### src/rtl/gpio_mux_port.sv
module gpio_mux_port #(
  parameter int NPINS = 16,
  parameter int NFUNC = 4,
  parameter int SYNC  = 2,
  parameter int AW    = 4,
  parameter int DW    = 32
) (
  input  logic                   clk,
  input  logic                   rst_n,
  input  logic                   bus_wr,
  input  logic [AW-1:0]          bus_addr,
  input  logic [DW-1:0]          bus_wdata,
  output logic [DW-1:0]          bus_rdata,
  input  logic [NPINS-1:0]       pad_in,
  output logic [NPINS-1:0]       pad_out,
  output logic [NPINS-1:0]       pad_oe,
  input  logic [NFUNC*NPINS-1:0] func_out,
  input  logic [NFUNC*NPINS-1:0] func_oe,
  output logic [NPINS-1:0]       func_in,
  output logic [NPINS-1:0]       irq_bits
);
  localparam int SELW = (NFUNC > 1) ? $clog2(NFUNC) : 1;
  localparam int MW   = NPINS * SELW;
  localparam logic [AW-1:0] A_PIN  = AW'(0);
  localparam logic [AW-1:0] A_DSET = AW'(1);
  localparam logic [AW-1:0] A_DCLR = AW'(2);
  localparam logic [AW-1:0] A_OSET = AW'(3);
  localparam logic [AW-1:0] A_OCLR = AW'(4);
  localparam logic [AW-1:0] A_INEN = AW'(5);
  localparam logic [AW-1:0] A_FEN  = AW'(6);
  localparam logic [AW-1:0] A_MUX  = AW'(7);

  logic [NPINS-1:0] lat_q, dir_q, inen_q, fen_q;
  logic [MW-1:0]    mux_q;
  logic [NPINS-1:0] sync_q [SYNC];
  logic [NPINS-1:0] pad_s, pin_rd;
  logic [NPINS-1:0] wbits;

  assign wbits = bus_wdata[NPINS-1:0];

  always_ff @(posedge clk or negedge rst_n) begin
    if (!rst_n) begin
      lat_q  <= '0;
      dir_q  <= '0;
      inen_q <= '0;
      fen_q  <= '0;
      mux_q  <= '0;
    end else if (bus_wr) begin
      case (bus_addr)
        A_DSET:  lat_q  <= lat_q | wbits;
        A_DCLR:  lat_q  <= lat_q & ~wbits;
        A_OSET:  dir_q  <= dir_q | wbits;
        A_OCLR:  dir_q  <= dir_q & ~wbits;
        A_INEN:  inen_q <= wbits;
        A_FEN:   fen_q  <= wbits;
        A_MUX:   mux_q  <= bus_wdata[MW-1:0];
        default: ;
      endcase
    end
  end

  always_ff @(posedge clk or negedge rst_n) begin
    if (!rst_n) begin
      for (int s = 0; s < SYNC; s++) sync_q[s] <= '0;
    end else begin
      sync_q[0] <= pad_in;
      for (int s = 1; s < SYNC; s++) sync_q[s] <= sync_q[s-1];
    end
  end

  assign pad_s    = sync_q[SYNC-1];
  assign irq_bits = pad_s & inen_q;
  assign func_in  = pad_s & fen_q;
  assign pin_rd   = (dir_q & lat_q) | (~dir_q & irq_bits);

  for (genvar n = 0; n < NPINS; n++) begin : g_pin
    logic [SELW-1:0] sel;
    assign sel        = mux_q[n*SELW +: SELW];
    assign pad_out[n] = fen_q[n] ? func_out[int'(sel)*NPINS + n] : lat_q[n];
    assign pad_oe[n]  = fen_q[n] ? func_oe[int'(sel)*NPINS + n]  : dir_q[n];
  end

  always_comb begin
    case (bus_addr)
      A_PIN:          bus_rdata = DW'(pin_rd);
      A_DSET, A_DCLR: bus_rdata = DW'(lat_q);
      A_OSET, A_OCLR: bus_rdata = DW'(dir_q);
      A_INEN:         bus_rdata = DW'(inen_q);
      A_FEN:          bus_rdata = DW'(fen_q);
      A_MUX:          bus_rdata = DW'(mux_q);
      default:        bus_rdata = '0;
    endcase
  end

  assert_reset_quiet_R1: assert property (@(posedge clk) disable iff (!rst_n)
    $rose(rst_n) |-> (pad_oe == '0 && irq_bits == '0));

  assert_latch_set_R2: assert property (@(posedge clk) disable iff (!rst_n)
    (bus_wr && bus_addr == A_DSET) |=> ((lat_q & $past(wbits)) == $past(wbits)));

  assert_latch_clr_R2: assert property (@(posedge clk) disable iff (!rst_n)
    (bus_wr && bus_addr == A_DCLR) |=> ((lat_q & $past(wbits)) == '0));

  assert_dir_clr_R3: assert property (@(posedge clk) disable iff (!rst_n)
    (bus_wr && bus_addr == A_OCLR) |=> ((dir_q & $past(wbits)) == '0));

  assert_gpio_no_drive_R4: assert property (@(posedge clk) disable iff (!rst_n)
    (pad_oe & ~fen_q & ~dir_q) == '0);

  assert_gate_R7: assert property (@(posedge clk) disable iff (!rst_n)
    (irq_bits & ~inen_q) == '0);

  assert_no_effect_R10: assert property (@(posedge clk) disable iff (!rst_n)
    (bus_wr && (bus_addr == A_PIN || bus_addr > A_MUX)) |=>
      ($stable(lat_q) && $stable(dir_q) && $stable(inen_q) && $stable(fen_q) && $stable(mux_q)));
endmodule

### config.mk
export PLATFORM = sky130hd
export DESIGN_NAME = gpio_mux_port
export DESIGN_NICKNAME = d
export VERILOG_FILES = /design/src/rtl/gpio_mux_port.sv
export SDC_FILE = /design/constraint.sdc
export NUM_CORES = 1
export LEC_CHECK = 0
export ABC_AREA = 1
export CAP_MARGIN = 40
export CORE_UTILIZATION = 45
export CTS_CLUSTER_DIAMETER = 200
export DETAILED_ROUTE_END_ITERATION = 12
export GPL_ROUTABILITY_DRIVEN = 0
export PLACE_DENSITY_LB_ADDON = 0.15
export SETUP_SLACK_MARGIN = 0.2
export SYNTH_ARGS = -nofsm -noshare
export SYNTH_HDL_FRONTEND = slang
export SYNTH_SLANG_ARGS = --single-unit
export TNS_END_PERCENT = 20
### constraint.sdc
create_clock -name clk -period 1.8 [get_ports clk]
set_input_delay 0.18 -clock clk [delete_from_list [all_inputs] [get_ports clk]]
set_output_delay 0.18 -clock clk [all_outputs]
set_load 0.005 [all_outputs]
# Word-level counts from Yosys, hierarchy flattened
# Index checks and enable logic that the tools add are counted.
[word_totals]
elab_cells = 195
input_bits = 183
output_inout_bits = 96
ff_bits = 128
[classes]
eq_ne = 7
order_cmp = 16
bitwise = 11
muxes = 129
add_sub_neg = 15
n_reduce_logical = 10
[ops]
columns = ["cell", "count"]
rows = [
  ["one-hot mux 32 bit (6 select lines)", 1],
  ["binary-select mux 1 bit (select 6 bit)", 30],
  ["< comparator 7 bit, second input constant", 15],
  ["AND 16 bit", 6],
  ["2-to-1 mux 1 bit", 94],
  ["one-hot mux 16 bit (2 select lines)", 2],
  ["adder 6 x 4 -> 7 bit, second input constant", 8],
  ["bitwise OR 16 bit", 3],
  ["NOT 16 bit", 2],
  ["adder 6 x 3 -> 7 bit, second input constant", 4],
  ["== test 4 x 3 -> 1 bit, second input constant", 4],
  ["adder 6 x 2 -> 7 bit, second input constant", 2],
  ["AND reduction 2 bit", 5],
  ["== test 4 x 2 -> 1 bit, second input constant", 2],
  ["adder 6 x 1 -> 7 bit, second input constant", 1],
  ["< comparator 6 x 7 -> 1 bit, second input constant", 1],
  ["binary-select mux 1 bit (select 2 bit)", 2],
  ["== test 4 x 1 -> 1 bit, second input constant", 1],
  ["logical NOT 4 bit", 1],
  ["nonzero test 2 bit", 2],
  ["OR reduction 2 bit", 2],
]

# Longest topological paths before layout
[logic_depth]
ltp_word = 5
ltp_mapped = 8
ltp_nobuf = 7

# Worst setup path after synthesis
# Ideal clock, no wire load.
[synth_path]
path_kind = "input port to flip-flop"
start = "input port bus_wr"
end = "register (tool-made name)"
path_slack_ps = 619
setup_time_ps = 117
arrival_time_ps = 1064
n_path_buf = 3
path_stages = 6
required_ps = 1683
path_cell_list = "buf_4 -> clkbuf_1 -> clkbuf_1 -> nand3_1 -> nand2_1 -> nand2_1"
[synth_lines]
columns = ["element", "line_no", "rtl"]
rows = [
  ["from (decl)", "10", "input logic bus_wr,"],
]

# Worst setup path after layout
[layout_path]
start = "register mux_q[26]"
end = "output port pad_out[13]"
[layout_between]
elab_chain_cells = 5
[layout_rtl]
columns = ["element", "line_no", "rtl"]
rows = [
  ["from (decl)", "34", "logic [MW-1:0] mux_q;"],
  ["from (signal assigned)", "56", "A_MUX: mux_q <= bus_wdata[MW-1:0];"],
  ["adder 6 x 4 -> 7 bit", "79", "assign pad_out[n] = fen_q[n] ? func_out[int'(sel)*NPINS + n] : lat_q[n];"],
  ["binary-select mux 1 bit (select 6 bit)", "79", ""],
  ["2-to-1 mux 1 bit (implied by the code) (2 in series)", "79", ""],
  ["2-to-1 mux 1 bit", "79", ""],
  ["to (decl)", "15", "output logic [NPINS-1:0] pad_out,"],
]
# Every way passes these cells. The select of a mux whose other input is x is not followed.

==> impl_metrics.env <==
export IMPL_power_density_nw_per_um2=927.8
export IMPL_synth_distinct_cells=20
export IMPL_r2r_start="mux_q[8]"
export IMPL_fp_row_count=46
export IMPL_final_util_pct=74.76
export IMPL_cts_tree="yes"
export IMPL_antenna_found_initial=0
export IMPL_die_w_um=129.9
export IMPL_startpoint_type="flip-flop"
export IMPL_wl_mm=27.64
export IMPL_cts_root_buf="clkbuf_16"
export IMPL_finalCritPeriodShare_pct=94.75
export IMPL_synth_most_common_cell="nor2_1"
export IMPL_clock_latency_ps=420
export IMPL_max_slew_margin_rel_pct=63.75
export IMPL_via_per_inst=5.253
export IMPL_syn_area_per_cell_sq_um=6.712
export IMPL_cts_buffer_depth=2
export IMPL_cp_arrival_ps=1530
export IMPL_crit_required_ps=1620
export IMPL_syn_nets=1279
export IMPL_fin_tns_setup_ps=0
export IMPL_core_sq_um=15940
export IMPL_clkTransAtPathRegs_ps=60
export IMPL_grt_pass1_wl_mm=42.19
export IMPL_n_antenna_cell=0
export IMPL_hold_ws_ps=198.2
export IMPL_fin_skew_ps=2.782
export IMPL_yosysTopAreaCell="dfrtp_1"
export IMPL_fin_nets=1675
export IMPL_maxCapViolCount=0
export IMPL_status="finished, final reports clean"
export IMPL_grt_max_degree=53
export IMPL_synth_edf_count=0
export IMPL_hold_class="in2reg"
export IMPL_initial_utilization_pct=46.14
export IMPL_ys_top_cells_by_area="dfrtp_1 (44%), nor2_1 (13%), nand2_1 (11%), o21ai_0 (8.6%), inv_1 (6.9%)"
export IMPL_ir_worst_vdd_mv=0.7468
export IMPL_pin_count=279
export IMPL_tightest_slew_ps=543.7
export IMPL_synthArstFlopShare_pct=100.0
export IMPL_drive_above_1_share_pct=19.55
export IMPL_synth_cells=1096
export IMPL_nFillCells=1286
export IMPL_setup_violations=0
export IMPL_synthFlopType="dfrtp_1"
export IMPL_portBuffers=278
export IMPL_hold_viol=0
export IMPL_synthDominantCellAreaShare_pct=43.54
export IMPL_dp_hpwl_mm=19.56
export IMPL_fin_total_pwr_w=0.01106
export IMPL_grt_overflow_total=0
export IMPL_max_freq_mhz=586.3
export IMPL_dr_pass1_iters=5
export IMPL_synth_area_sq_um=7356
export IMPL_grt_pass1_vias=8496
export IMPL_crit_fanout=4
export IMPL_clock_sinks=128
export IMPL_ys_seq_elements=128
export IMPL_slew_violations=0
export IMPL_routedWlPerCell_um=16.07
export IMPL_grt_setup_unrepaired="yes"
export IMPL_crit_start="mux_q[26]"
export IMPL_synth_common_cells="nor2_1 (256), nand2_1 (223), inv_1 (136), dfrtp_1 (128), o21ai_0 (126)"
export IMPL_p_leak_nw=6.160
export IMPL_vias=9035
export IMPL_post_place_ws_ps=-546.9
export IMPL_h_tree_depth=4
export IMPL_die_y_um=129.9
export IMPL_drcViolationCount=0
export IMPL_end_kind="output pin"
export IMPL_seq_area_frac_synth_pct=43.54
export IMPL_cts_buffers=17
export IMPL_layout_setup_ws_ps=94.44
export IMPL_grt_util_all_layers_pct=32.90
export IMPL_hp_start="pad_in[7]"
export IMPL_critical_path_class="reg2out"
export IMPL_ant_nets=0
export IMPL_area_growth_syn_to_layout_pct=62.03
export IMPL_ys_warn_count=0
export IMPL_first_iter_violations=593
export IMPL_die_area_sq_um=16860
export IMPL_min_period_ps=1706
[worst max-delay path, stage by stage, from the launching register on]
cell and delay (ps):
dfrtp_1 420, buf_4 150, o21ai_1 150, nor2_1 70, nor2_1 110, a21oi_1 80
buf_2 130
[repair_timing]
action                                 in CTS  in global routing
hold buffers                                1                  0
resized for setup                         343                 26
setup buffers                              52                  7
pin swaps                                  68                 24
setup endpoints to repair                  98                 56
gates cloned                                2                  0
endpoints found under the hold margin      49                  0
[placed cells by master (no fill, tap or decap), drive strengths merged]
| cell type | Yosys | routed |
|---|---|---|
| nand2 | 227 | 227 |
| clkdlybuf4s15 | 0 | 3 |
| clkinv | 0 | 9 |
| bufbuf | 0 | 1 |
| dlygate4sd2 | 0 | 45 |
| a21oi | 64 | 64 |
| nor3 | 1 | 1 |
| dlymetal6s2s | 0 | 1 |
| nor2 | 262 | 262 |
| nand3 | 75 | 75 |
| bufinv | 0 | 2 |
| clkinvlp | 0 | 2 |
| clkdlybuf4s50 | 0 | 177 |
| nand4 | 32 | 32 |
| dlygate4sd3 | 0 | 1 |
| clkbuf | 13 | 17 |
| buf | 22 | 184 |
| o21ai | 136 | 136 |
| dfrtp | 128 | 128 |
| inv | 136 | 137 |
[area by class of cell]
type | instances | area, sq um | area share, %
clock buffers | 17 | 425.4 | 3.569
clock inverters | 14 | 143.9 | 1.207
inverters | 136 | 515.5 | 4.325
multi-input cells | 797 | 3596 | 30.17
flip-flops and latches | 128 | 3217 | 26.99
well taps | 216 | 270.3 | 2.267
repair buffers | 412 | 3751 | 31.47
[final timing paths]
kind | endpoint | slack [ps] | cells after the start
min reg2reg | pad_s[4] | 350 | 0
max in group asynchronous | fen_q[15] | 890 | 3
max reg2reg | mux_q[8] | 890 | 4
min | sync_q[23] | 200 | 1
min in group asynchronous | mux_q[4] | 310 | 2
max | pad_out[13] | 90 | 6
[report_power, final]
group / switching (W) / internal [W]
Combinational: 0.00176 / 0.00186
Clock: 0.00134 / 0.00203
Sequential: 0.000666 / 0.00341
[logic make-up after synthesis]
family | after synthesis | share of synthesized area (%)
DFF | 128 | 43.54
AOI/OAI and AO/OA | 200 | 13.61
and+or+nand+nor | 597 | 33.53
buffers and inverters | 171 | 9.321
[metal layers]
layer / up-vias / wire (um) / track usage, % / part of all wire (%)
li1: 4297 / - / - / -
met4: 0 / 741 / 13.75 / 2.7
met1: 4236 / 10680 / 39.02 / 39
met3: 68 / 2269 / 7.011 / 8.2
met5: - / 0 / 0 / 0
met2: 434 / 13950 / 57.82 / 50
[metrics by stage]
step / area, sq um / instances
2_1_floorplan: 7356 / 1096
3_3_place_gp: 10910 / 1627
3_5_place_dp: 10910 / 1627
4_1_cts: 11830 / 1713
5_1_grt: 11920 / 1720
6_report: 11920 / 1720
Power figures use the tool's default switching activity.
